## config.mk

```make
export PLATFORM = sky130hd
export DESIGN_NAME = vgather_seg_seq
export DESIGN_NICKNAME = d
export VERILOG_FILES = /design/src/rtl/vgs_pkg.sv /design/src/rtl/vgs_index_pick.sv /design/src/rtl/vgs_addr_gen.sv /design/src/rtl/vgs_overlap_chk.sv /design/src/rtl/vgather_seg_seq.sv
export SDC_FILE = /design/constraint.sdc
export NUM_CORES = 1
export LEC_CHECK = 0
export BUFFER_PORTS_ARGS = -buffer_cell sky130_fd_sc_hd__buf_4
export CORE_AREA = 2 2 492 494
export DETAILED_ROUTE_END_ITERATION = 8
export DIE_AREA = 0 0 494 496
export SYNTH_ARGS = -nofsm -noshare
export SYNTH_HDL_FRONTEND = slang
export SYNTH_SLANG_ARGS = --single-unit
export TNS_END_PERCENT = 5
```

## constraint.sdc

```tcl
create_clock -name clk -period 6.9 [get_ports clk]
set_input_delay 0.69 -clock clk [delete_from_list [all_inputs] [get_ports clk]]
set_output_delay 0.69 -clock clk [all_outputs]
set_load 0.01 [all_outputs]
```

## src/rtl/vgs_pkg.sv

```systemverilog
package vgs_pkg;

    localparam int VGS_DATA_W = 64;

    typedef enum logic [1:0] {
        ST_IDLE,
        ST_SCAN,
        ST_ISSUE,
        ST_WAIT
    } vgs_state_e;

    typedef struct packed {
        logic [1:0] sew;
        logic [1:0] eew;
        logic [2:0] nf_last;
        logic [4:0] vd;
        logic [1:0] lmul;
    } vgs_op_t;

    function automatic logic [VGS_DATA_W-1:0] vgs_size_mask(input logic [1:0] code);
        case (code)
            2'd0:    return 64'h0000_0000_0000_00FF;
            2'd1:    return 64'h0000_0000_0000_FFFF;
            2'd2:    return 64'h0000_0000_FFFF_FFFF;
            default: return 64'hFFFF_FFFF_FFFF_FFFF;
        endcase
    endfunction

    function automatic logic [6:0] vgs_group_span(input logic [2:0] nf_last,
                                                  input logic [1:0] lmul);
        return ({4'd0, nf_last} + 7'd1) << lmul;
    endfunction

endpackage

```

## src/rtl/vgs_index_pick.sv

```systemverilog
module vgs_index_pick #(
    parameter int MAX_VL = 16,
    parameter int ADDR_W = 32,
    localparam int EL_W  = $clog2(MAX_VL)
) (
    input  logic [MAX_VL*64-1:0] idx_vec,
    input  logic [1:0]           eew,
    input  logic [EL_W-1:0]      elem,
    output logic [ADDR_W-1:0]    idx_ext
);
    logic [63:0] cand [4];

    for (genvar w = 0; w < 4; w++) begin : g_width
        localparam int NBITS = 8 << w;
        logic [NBITS-1:0] lanes [MAX_VL];
        for (genvar e = 0; e < MAX_VL; e++) begin : g_lane
            assign lanes[e] = idx_vec[e*NBITS +: NBITS];
        end
        assign cand[w] = 64'(lanes[elem]);
    end

    assign idx_ext = ADDR_W'(cand[eew]);
endmodule

```

## src/rtl/vgs_addr_gen.sv

```systemverilog
module vgs_addr_gen #(
    parameter int ADDR_W = 32
) (
    input  logic [ADDR_W-1:0] base,
    input  logic [ADDR_W-1:0] idx_ext,
    input  logic [2:0]        field,
    input  logic [1:0]        sew,
    input  logic [4:0]        vd,
    input  logic [1:0]        lmul,
    output logic [ADDR_W-1:0] addr,
    output logic [4:0]        dreg
);
    logic [ADDR_W-1:0] field_off;
    logic [5:0]        reg_off;

    always_comb begin
        field_off = ADDR_W'(field) << sew;
        reg_off   = {3'd0, field} << lmul;
        addr      = base + idx_ext + field_off;
        dreg      = vd + reg_off[4:0];
    end
endmodule

```

## src/rtl/vgs_overlap_chk.sv

```systemverilog
module vgs_overlap_chk
    import vgs_pkg::*;
(
    input  logic [2:0] nf_last,
    input  logic [4:0] vd,
    input  logic [1:0] lmul,
    input  logic [4:0] idx_reg,
    output logic       clash
);
    logic [6:0] grp_end;
    logic [6:0] ir_w;
    logic [6:0] vd_w;

    always_comb begin
        vd_w    = {2'd0, vd};
        ir_w    = {2'd0, idx_reg};
        grp_end = vd_w + vgs_group_span(nf_last, lmul);
        clash   = (nf_last != 3'd0) && (ir_w >= vd_w) && (ir_w < grp_end);
    end
endmodule

```

## src/rtl/vgather_seg_seq.sv

```systemverilog
module vgather_seg_seq
    import vgs_pkg::*;
#(
    parameter int ADDR_W = 32,
    parameter int MAX_VL = 16,
    localparam int VL_W  = $clog2(MAX_VL + 1),
    localparam int EL_W  = $clog2(MAX_VL)
) (
    input  logic                  clk,
    input  logic                  rst,
    input  logic                  start,
    input  logic [ADDR_W-1:0]     base_addr,
    input  logic [VL_W-1:0]       vl,
    input  logic [1:0]            sew,
    input  logic [1:0]            idx_eew,
    input  logic [2:0]            nf_field,
    input  logic [4:0]            vd,
    input  logic [1:0]            lmul,
    input  logic [4:0]            idx_reg,
    input  logic [MAX_VL-1:0]     mask,
    input  logic [MAX_VL*64-1:0]  idx_vec,
    output logic                  mem_req_valid,
    input  logic                  mem_req_ready,
    output logic [ADDR_W-1:0]     mem_req_addr,
    output logic [1:0]            mem_req_size,
    input  logic                  mem_rsp_valid,
    input  logic [63:0]           mem_rsp_data,
    output logic                  rf_we,
    output logic [4:0]            rf_reg,
    output logic [EL_W-1:0]       rf_elem,
    output logic [63:0]           rf_data,
    output logic [EL_W-1:0]       vstart,
    output logic                  done,
    output logic                  illegal
);
    localparam logic [VL_W-1:0] VL_CAP = VL_W'(MAX_VL);

    vgs_state_e        state_q;
    vgs_op_t           op_q;
    logic [ADDR_W-1:0] base_q;
    logic [VL_W-1:0]   vl_q;
    logic [VL_W-1:0]   elem_q;
    logic [2:0]        fld_q;
    logic [EL_W-1:0]   vstart_q;
    logic              done_q;
    logic              illegal_q;
    logic              rf_we_q;
    logic [4:0]        rf_reg_q;
    logic [EL_W-1:0]   rf_elem_q;
    logic [63:0]       rf_data_q;

    logic [EL_W-1:0]   elem_slot;
    logic [ADDR_W-1:0] idx_ext;
    logic [ADDR_W-1:0] acc_addr;
    logic [4:0]        acc_reg;
    logic              clash;
    logic              elem_on;
    logic              last_elem;
    logic              last_field;

    assign elem_slot = elem_q[EL_W-1:0];

    vgs_index_pick #(.MAX_VL(MAX_VL), .ADDR_W(ADDR_W)) u_pick (
        .idx_vec (idx_vec),
        .eew     (op_q.eew),
        .elem    (elem_slot),
        .idx_ext (idx_ext)
    );

    vgs_addr_gen #(.ADDR_W(ADDR_W)) u_agen (
        .base    (base_q),
        .idx_ext (idx_ext),
        .field   (fld_q),
        .sew     (op_q.sew),
        .vd      (op_q.vd),
        .lmul    (op_q.lmul),
        .addr    (acc_addr),
        .dreg    (acc_reg)
    );

    vgs_overlap_chk u_ovl (
        .nf_last (nf_field),
        .vd      (vd),
        .lmul    (lmul),
        .idx_reg (idx_reg),
        .clash   (clash)
    );

    always_comb begin
        last_elem  = (elem_q == vl_q);
        elem_on    = mask[elem_slot];
        last_field = (fld_q == op_q.nf_last);
    end

    always_ff @(posedge clk) begin
        if (rst) begin
            state_q   <= ST_IDLE;
            op_q      <= '0;
            base_q    <= '0;
            vl_q      <= '0;
            elem_q    <= '0;
            fld_q     <= '0;
            vstart_q  <= '0;
            done_q    <= 1'b0;
            illegal_q <= 1'b0;
            rf_we_q   <= 1'b0;
            rf_reg_q  <= '0;
            rf_elem_q <= '0;
            rf_data_q <= '0;
        end else begin
            done_q    <= 1'b0;
            illegal_q <= 1'b0;
            rf_we_q   <= 1'b0;
            case (state_q)
                ST_IDLE: begin
                    if (start) begin
                        op_q.sew     <= sew;
                        op_q.eew     <= idx_eew;
                        op_q.nf_last <= nf_field;
                        op_q.vd      <= vd;
                        op_q.lmul    <= lmul;
                        base_q       <= base_addr;
                        vl_q         <= (vl > VL_CAP) ? VL_CAP : vl;
                        elem_q       <= '0;
                        fld_q        <= '0;
                        if (clash) begin
                            done_q    <= 1'b1;
                            illegal_q <= 1'b1;
                        end else if (vl == '0) begin
                            done_q   <= 1'b1;
                            vstart_q <= '0;
                        end else begin
                            state_q <= ST_SCAN;
                        end
                    end
                end
                ST_SCAN: begin
                    if (last_elem) begin
                        done_q   <= 1'b1;
                        vstart_q <= '0;
                        state_q  <= ST_IDLE;
                    end else if (!elem_on) begin
                        elem_q <= elem_q + VL_W'(1);
                    end else begin
                        vstart_q <= elem_slot;
                        fld_q    <= '0;
                        state_q  <= ST_ISSUE;
                    end
                end
                ST_ISSUE: begin
                    if (mem_req_ready) begin
                        state_q <= ST_WAIT;
                    end
                end
                ST_WAIT: begin
                    if (mem_rsp_valid) begin
                        rf_we_q   <= 1'b1;
                        rf_reg_q  <= acc_reg;
                        rf_elem_q <= elem_slot;
                        rf_data_q <= mem_rsp_data & vgs_size_mask(op_q.sew);
                        if (last_field) begin
                            elem_q  <= elem_q + VL_W'(1);
                            state_q <= ST_SCAN;
                        end else begin
                            fld_q   <= fld_q + 3'd1;
                            state_q <= ST_ISSUE;
                        end
                    end
                end
                default: state_q <= ST_IDLE;
            endcase
        end
    end

    assign mem_req_valid = (state_q == ST_ISSUE);
    assign mem_req_addr  = acc_addr;
    assign mem_req_size  = op_q.sew;
    assign rf_we         = rf_we_q;
    assign rf_reg        = rf_reg_q;
    assign rf_elem       = rf_elem_q;
    assign rf_data       = rf_data_q;
    assign vstart        = vstart_q;
    assign done          = done_q;
    assign illegal       = illegal_q;
endmodule

```

==> Yosys cells after proc, flatten, opt, wreduce, memory -nomap -nowiden <==
Index checks and enable logic that the tools add are counted.
{ "totals": {"elab_cells": 130, "input_bits": 1165, "reg_bits": 141, "output_inout_bits": 115} }
{ "classes": {"shift": 3, "muxes": 56, "bitwise": 6, "eq_ne": 19, "add_sub_neg": 7, "order_cmp": 6, "reduce_logical": 16} }
{ "op_table": {"columns": ["op", "n"], "rows": [
  ["two-way mux 64 bit", 5],
  ["binary-select mux 64 bit (select 4 bit)", 1],
  ["one-hot mux 64 bit (3 select lines)", 1],
  ["binary-select mux 32 bit (select 4 bit)", 1],
  ["binary-select mux 64 bit (select 2 bit)", 1],
  ["two-way mux 32 bit", 4],
  ["adder 32 bit", 2],
  ["bitwise AND 64 bit", 1],
  ["binary-select mux 16 bit (select 4 bit)", 1],
  ["binary-select mux 8 bit (select 4 bit)", 1],
  ["two-way mux 16 bit", 2],
  ["left shift 3 x 2 -> 32 bit", 1],
  ["two-way mux 5 bit", 6],
  ["two-way mux 4 bit", 5],
  ["!= test 2 bit (second input constant)", 10],
  ["AND reduction 6 bit", 3],
  ["two-way mux 2 bit", 8],
  ["two-way mux 8 bit", 2],
  ["two-way mux 3 bit", 5],
  ["one-hot mux 5 bit (3 select lines)", 1],
  ["one-hot mux 3 bit (3 select lines)", 1],
  ["one-hot mux 2 bit (4 select lines)", 1],
  ["one-hot mux 4 bit (2 select lines)", 1],
  ["adder 5 x 7 -> 7 bit", 1],
  ["other kinds (33)", 48]
]} }

==> Depth between registers and ports, before layout <==
Gate-level depths: netlist of the first run.
{ "logic_depth": {"ltp_word": 9, "mapped_depth": 21, "mapped_depth_nobuf": 18} }

==> Modules after synthesis <==
Synthesis of the first run repeated with hierarchy kept, for this count alone.
{ "hier_totals": {"cells_unflattened": 1819, "area_unflattened_um2": 19750.2} }
{ "modules_own_cells": {"columns": ["module", "cells_per_inst", "area_per_inst_um2", "instances", "seq_area_each_um2"], "rows": [
  ["vgs_index_pick", 781, 11280.8, 1, 0.0],
  ["vgather_seg_seq", 644, 5422.7, 1, 2822.7],
  ["vgs_addr_gen", 313, 2434.8, 1, 0.0],
  ["vgs_overlap_chk", 81, 611.8, 1, 0.0]
]} }

==> Least setup slack after synthesis of the first run <==
Ideal clock, no wire load.
{ "synth_path": {"kind": "register to output", "start": "reg elem_q[0]", "end": "out mem_req_addr[31]", "path_stages_with_launch": 18, "path_buffers": 3, "t_required_ps": 6210, "slack_ps": 1214, "arrival_time_ps": 4996, "cell_sequence": "dfxtp_1 > buf_6 > buf_2 > buf_1 > mux4_2 > mux4_2 > mux4_2 > fa_1 > ha_1 > fa_1 > a211oi_1 > o21a_1 > nor4_1 > o21a_1 > o2111a_1 > o211ai_1 > o21ai_0 > xnor2_1"} }
{ "synth_between": {"elab_chain_cells": 9, "word_cells_on_any_way": 18, "cone_classes": "2 x add/sub; 15 x mux; 1 x bitwise"} }
{ "synth_rtl": {"columns": ["item", "line_no", "rtl"], "rows": [
  ["from (decl)", "vgather_seg_seq.sv:42", "logic [VL_W-1:0] elem_q;"],
  ["from (signal assigned)", "vgather_seg_seq.sv:143", "elem_q <= elem_q + VL_W'(1);"],
  ["from (signal assigned)", "vgather_seg_seq.sv:162", "elem_q <= elem_q + VL_W'(1);"],
  ["inverter 4 -> 5 bit (implied by the code) (*)", "vgs_index_pick.sv:19", "assign cand[w] = 64'(lanes[elem]);"],
  ["binary-select mux 64 bit (select 4 bit), or another cell as far along", "vgs_index_pick.sv:19", null],
  ["two-way mux 64 bit (implied by the code), or another cell as far along (2 in a row)", "vgs_index_pick.sv:19", null],
  ["binary-select mux 64 bit (select 2 bit) (*)", "vgs_index_pick.sv:22", "assign idx_ext = ADDR_W'(cand[eew]);"],
  ["two-way mux 32 bit (implied by the code) (*) (2 in a row)", "vgs_index_pick.sv:22", null],
  ["adder 32 bit (*) (2 in a row)", "vgs_addr_gen.sv:19", "addr = base + idx_ext + field_off;"],
  ["to (decl)", "vgather_seg_seq.sv:24", "output logic [ADDR_W-1:0] mem_req_addr,"]
]} }
Mark *: on every way between the ends. The rest lies on a longest branch, timed or not. The select of a mux whose other input is x is not followed.

==> Worst setup path in the final report of the first run <==
{ "layout_path": {"start": "reg elem_q[0]", "end": "out mem_req_addr[30]"} }
The elaborated chain is that of the path after synthesis.

==> results of run 1 <==
[power groups by stage]
stage                     registers, mW  clock network (mW)  logic, mW
after floorplan                   0.888                   0       1.40
after CTS                         0.907                1.02       2.85
after global placement            0.930                   0       2.74
after detailed placement          0.930                   0       2.76
final                             0.903               0.973       2.81
after global routing              0.909                1.04       3.01
[stage by stage]
step | total power [mW] | setup WS [ns] | hold slack [ns] | TNS [ns]
2_1_floorplan | 2.291 | 1.214 | 0.4363 | 0
3_3_place_gp | 3.666 | -0.4405 | 0.4421 | -0.4405
3_5_place_dp | 3.688 | -0.4111 | 0.4467 | -0.4111
4_1_cts | 4.771 | 0.02011 | 0.3863 | 0
5_1_grt | 4.968 | -0.02723 | 0.4123 | -0.05133
6_report | 4.684 | 0.2177 | 0.4509 | 0
[cell usage in the layout, fill, tap and decap left out, drive strengths merged, types with 28 or more instances in the layout]
| cell | n |
|---|---|
| a22oi | 41 |
| nand3 | 31 |
| diode | 49 |
| a21o | 28 |
| nor2 | 131 |
| dfxtp | 141 |
| a21oi | 163 |
| nand2 | 180 |
| ha | 81 |
| mux2i | 73 |
| mux4 | 420 |
| inv | 39 |
| buf | 1126 |
[metal layers]
| metal | up-vias | track usage (%) |
|---|---|---|
| li1 | 8926 | - |
| met1 | 10792 | 13.17 |
| met5 | - | 0 |
| met2 | 1381 | 24.56 |
| met4 | 32 | 6.453 |
| met3 | 328 | 3.497 |
[cell families after synthesis]
kind of cell               Yosys count  synth area share, %
AOI/OAI and AO/OA                  303                9.398
xor gates and xnor gates            46                2.070
adders and majority gates           90                6.132
buffers and inverters              205                4.995
DFF                                141                14.50
muxes                              520                53.99
and+or+nand+nor                    408                8.916
[final cells by class]
| cell class | instances | area, µm² | area share, % |
|---|---|---|---|
| antenna | 49 | 122.6 | 0.3776 |
| clock buffer | 17 | 425.4 | 1.310 |
| clock inverter | 15 | 166.4 | 0.5124 |
| inverter | 30 | 112.6 | 0.3468 |
| multi-input combinational | 1367 | 15780 | 48.60 |
| sequential | 141 | 2843 | 8.754 |
| tap | 3185 | 3985 | 12.27 |
| timing repair buffer | 1135 | 9039 | 27.83 |
[worst register-to-register path: stages, from the launching register on]
cell,delay [ns]
dfxtp_4,0.76
buf_4,0.30
xor2_1,0.15
nor3_1,0.08
a21boi_1,0.47
a21oi_1,0.15
nor3_1,0.48
nand2_1,0.11
mux2_2,0.27
nor2_1,0.07
[how the worst max path moves through the flow]
stage	startpoint	endpoint	cells past startpoint
finish	elem_q[0]	mem_req_addr[30]	19
global route	elem_q[0]	mem_req_addr[30]	19
CTS	elem_q[1]	mem_req_addr[31]	17
detailed placement	elem_q[0]	mem_req_addr[30]	18
global placement	elem_q[0]	mem_req_addr[30]	19
floorplan	elem_q[0]	mem_req_addr[31]	17
[what timing repair did]
action / CTS / global route
gates cloned: 4 / 5
hold endpoints to repair: 0 / 0
endpoints found under the setup margin: 13 / 9
buffers inserted: 9 / 3
gates resized for setup: 22 / 20
pin swaps: 4 / 6
==> impl_metrics.toml, run 1 <==
[run_status]
status = "completed"

[timing]
hold_viol = 0
period_share_pct = 96.85
fmax_ghz = 0.1496
min_period_ns = 6.682
rsz0062_at_grt = "true"
setup_viol = 0
skew_ns = 0.01556
slew_viol_final = 0
slew_headroom_pct = 25.14
max_slew.worst_pin.slew_ns = 1.118

[synthesis]
synth_top_area_cell = "mux4_2"
synth_async_sr_flop_share_pct = 0
synth.most_common_cell = "mux4_2"
synth.distinct_cells = 60
netlist_top_cells_count = "mux4_2 (416), nand2_1 (180), a21oi_1 (163)"
syn_inst = 1713
ys_ff_latch = 141
synthesis.area_um2 = 19460
synth_edf_count = 0
synth_fp_nets = 2968
ys_warn_count = 0
synthFlopType = "dfxtp_1"
synth_area_leaders = "mux4_2 (48%), dfxtp_1 (15%), ha_1 (5.2%), a21oi_1 (4.2%), mux2i_1 (3.8%)"
yosysSeqAreaShare_pct = 14.50
yosysTopAreaCellShare_pct = 48.13
avgSynthCellArea_um2 = 11.36

[cells_and_area]
fillerInstances = 27224
drive_gt1_share_pct = 60.89
syn_to_final_growth_pct = 66.84
largest_reg_flops = 64
final_util_pct = 13.55
final_cells = 5939
fin_area_um2 = 32470
final_nets = 3947

[placed_design]
place.gp.congestion = 0.9883
postPlaceCellArea_um2 = 31220
hpwlAfterDp_um = 150400
io_buffers = 1023
dp.cells = 5839

[clocking]
cts.sink_count = 141
htree_levels = 4
root_buffer = "clkbuf_16"
clk_pin_slew_worst_paths_ns = 0.08
cts_tree = "done"
holdBufCountCts = 0
numCtsBuffers = 17
clock_latency_ns = 0.48
cts_buffer_depth = 2

[detailed_routing]
wirelength_um = 169400
ant_nets = 0
vias = 21459
vias_per_cell = 3.613
first_pass_iters = 5
drc_errors = 0
top_layer_used = "met5"
wl_met1_um = 57840
met2WireLength_um = 88990
routedWlPerCell_um = 28.51
wl_met3_um = 12410
dr.first_iter.drc_count = 1892

[floorplanning]
dieArea_um2 = 245000
initial_core_util_pct = 8.123
io_pins = 1280
fp-row-count = 180
die_w_um = 494
core_region_area_um2 = 239600
die_y_um = 496

[power_and_ir_drop]
intPower_mw = 2.769
clkPwrFrac_pct = 20.8
swShare_pct = 40.90
power_switching_mw = 1.916
power_density_nw_per_um2 = 144.2
combPwrFrac_pct = 59.9
pwr-share-seq_pct = 19.3
leakage_nw = 12.01
peakVddDrop_uv = 139.3

[global_route]
antenna_found_initial = 126
grt_max_degree = 84
grt_pass1_wl_um = 209600
grt_usage_pct = 13.06
grt_pass1_vias = 21708
overflow = 0

[hold_path]
min_to = "base_q[22]"
min_from = "base_addr[22]"
min_path_type = "input pin to flop"
hold_path_depth = 3

[worst_setup_path]
worst-r2r-setup-slack_ns = 4.00
crit_fanout = 14
critPathRequiredTime_ns = 6.21
crit_arrival_ns = 5.99
setup.worst_path.end_class = "output pin"
cpPeakStageDelay_ns = 0.69
worstReg2RegStart = "elem_q[3]"
slowest_stage = "mux4_2"
path_cells = "buf_12 > buf_16 > mux4_2 > mux2i_2 > a21oi_1 > mux4_2 > fa_1 > ha_1 > and2_1 > a221oi_2 > a21oi_2 > o21ai_1 > buf_4 > a21boi_2 > a311oi_2 > nor2_2 > a211oi_4 > buf_6 > buf_4"
r2r_cells = 9
timing.rr.end = "fld_q[0]"
crit_family = "multiplexers"
cp-start-kind = "flop"
worst-path-buf-inv = 5
crit_type = "flop to output pin"

[run]
drv_cap = 0
Power figures use the tool's default switching activity.
==> run 2, diff against run 1 <==
- REMOVE_ABC_BUFFERS: not set -> 1
==> impl_metrics.toml, run 2 (synthesis gave the netlist of run 1 again) <==
[run_status]
status = "completed"

[cells_and_area]
multi_input_area_um2 = 15890
drive_gt1_share_pct = 62.59
ff_latch_area_um2 = 2843
syn_to_final_growth_pct = 71.53
fillerInstances = 27128
final_cell_mix = "buf_4 (1148), mux4_2 (418), nand2_1 (178), a21oi_1 (157), dfxtp_1 (135)"
final_nets = 4022
mostFrequentLayoutCell = "buf_4"
fin_area_um2 = 33390
largest_reg_flops = 64
final_util_pct = 13.93

[worst_setup_path]
setup.worst_path.end_class = "output pin"
worst-r2r-setup-slack_ns = 3.89
r2r_cells = 9
critPathRequiredTime_ns = 6.21
crit_start = "elem_q[0]"
worstReg2RegStart = "elem_q[3]"
timing.rr.end = "fld_q[0]"
crit_fanout = 8
crit_type = "flop to output pin"
crit_end = "mem_req_addr[25]"
cp-start-kind = "flop"
crit_arrival_ns = 6.02

[placed_design]
hpwlAfterDp_um = 139200
postPlaceCellArea_um2 = 31570
place.gp.congestion = 0.9952
io_buffers = 1023

[floorplanning]
dieArea_um2 = 245000
die_y_um = 496
io_pins = 1280
fp-row-count = 180
die_w_um = 494
core_region_area_um2 = 239600
initial_core_util_pct = 8.123

[clocking]
cts.sink_count = 141
clock_latency_ns = 0.52
root_buffer = "clkbuf_16"
numCtsBuffers = 17
htree_levels = 4
cts_buffer_depth = 2
clk_pin_slew_worst_paths_ns = 0.09
holdBufCountCts = 0
cts_tree = "done"

[timing]
period_share_pct = 97.30
min_period_ns = 6.713
slew_viol_final = 0
slew_headroom_pct = 27.97
setup_viol = 0
hold_viol = 0
max_slew.worst_pin.slew_ns = 1.080
skew_ns = 0.02359
fmax_ghz = 0.1490
rsz0062_at_grt = "true"

[global_route]
overflow = 0
antenna_found_initial = 124
grt_pass1_wl_um = 199000
grt_usage_pct = 12.25
grt_max_degree = 91
grt_pass1_vias = 21739

[detailed_routing]
ant_nets = 0
routedWlPerCell_um = 26.42
vias = 21355
dr.first_iter.drc_count = 1696
wirelength_um = 158900
first_pass_iters = 5
drc_errors = 0
vias_per_cell = 3.551

[power_and_ir_drop]
leakage_nw = 12.47
power_density_nw_per_um2 = 145.1
total_power_mw = 4.846
peakVddDrop_uv = 155.4

[run]
drv_cap = 0

[hold_path]
min_path_type = "input pin to flop"
==> run 2: power breakdown <==
part / leakage (nW) / internal (mW) / switching [mW]
registers: 1.15 / 0.850 / 0.0473
logic: 11.0 / 1.55 / 1.42
clock network: 0.278 / 0.478 / 0.498
total: 12.5 / 2.88 / 1.96
==> run 2: critical path: stages (launching register included) <==
cell,delay [ns]
dfxtp_4,0.42
buf_6,0.13
buf_16,0.18
buf_12,0.16
mux4_2,0.51
mux4_2,0.48
mux4_2,0.64
inv_4,0.12
fa_2,0.22
inv_2,0.05
ha_4,0.16
fa_2,0.36
a211oi_2,0.24
o21a_2,0.25
nor4_4,0.07
o21a_1,0.20
o2111a_2,0.33
buf_4,0.16
a311o_1,0.31
xor2_1,0.15
buf_4,0.16
buf_4,0.15
==> run 2: through the flow <==
| stage | std cells | hold WS, ns | worst slack, ns | TNS [ns] |
|---|---|---|---|---|
| finish | 6013 | 0.4091 | 0.1866 | 0 |
| global route | 5999 | 0.3651 | -0.07490 | -0.3340 |
| CTS | 5928 | 0.3262 | 0.004759 | 0 |
| detailed placement | 5881 | 0.4445 | 0.01936 | 0 |
| global placement | 5881 | 0.4465 | 0.07757 | 0 |
| floorplan | 1538 | 0.4303 | -11.75 | -492.70 |
==> run 2: final cells by class <==
| cell class | instances | area share [%] |
|---|---|---|
| Multi-Input combinational cell | 1367 | 47.60 |
| Clock buffer | 17 | 1.274 |
| Inverter | 30 | 0.3448 |
| Sequential cell | 141 | 8.514 |
| Tap cell | 3185 | 11.94 |
| Timing Repair Buffer | 1210 | 29.54 |
| Clock inverter | 15 | 0.4347 |
| Antenna cell | 48 | 0.3598 |
==> run 2: worst min-delay path by stage <==
stage,startpoint,end,slack (ns),depth (start not counted)
global route,idx_eew[0],op_q[10],0.37,3
global placement,rf_data[27],rf_data[27],0.45,2
detailed placement,rf_data[20],rf_data[20],0.44,2
floorplan,base_q[0],base_q[0],0.43,2
CTS,idx_eew[0],op_q[10],0.33,3
finish,idx_eew[0],op_q[10],0.41,3
==> run 2: per-layer routing <==
metal  track usage [%]  wire length, µm  vias to the layer above
met4             6.903             9920                       42
met5                 0              286                        -
met2             21.49            78380                     1334
li1                  -                -                     9074
met1             12.65            54760                    10587
met3             4.342            15530                      318
==> run 2: timing repair <==
item	in CTS	in global routing
pin swaps	8	24
endpoints found under the setup margin	11	10
cloned	4	9
endpoints found under the hold margin	0	0
setup buffers	11	30
gates resized for setup	31	62
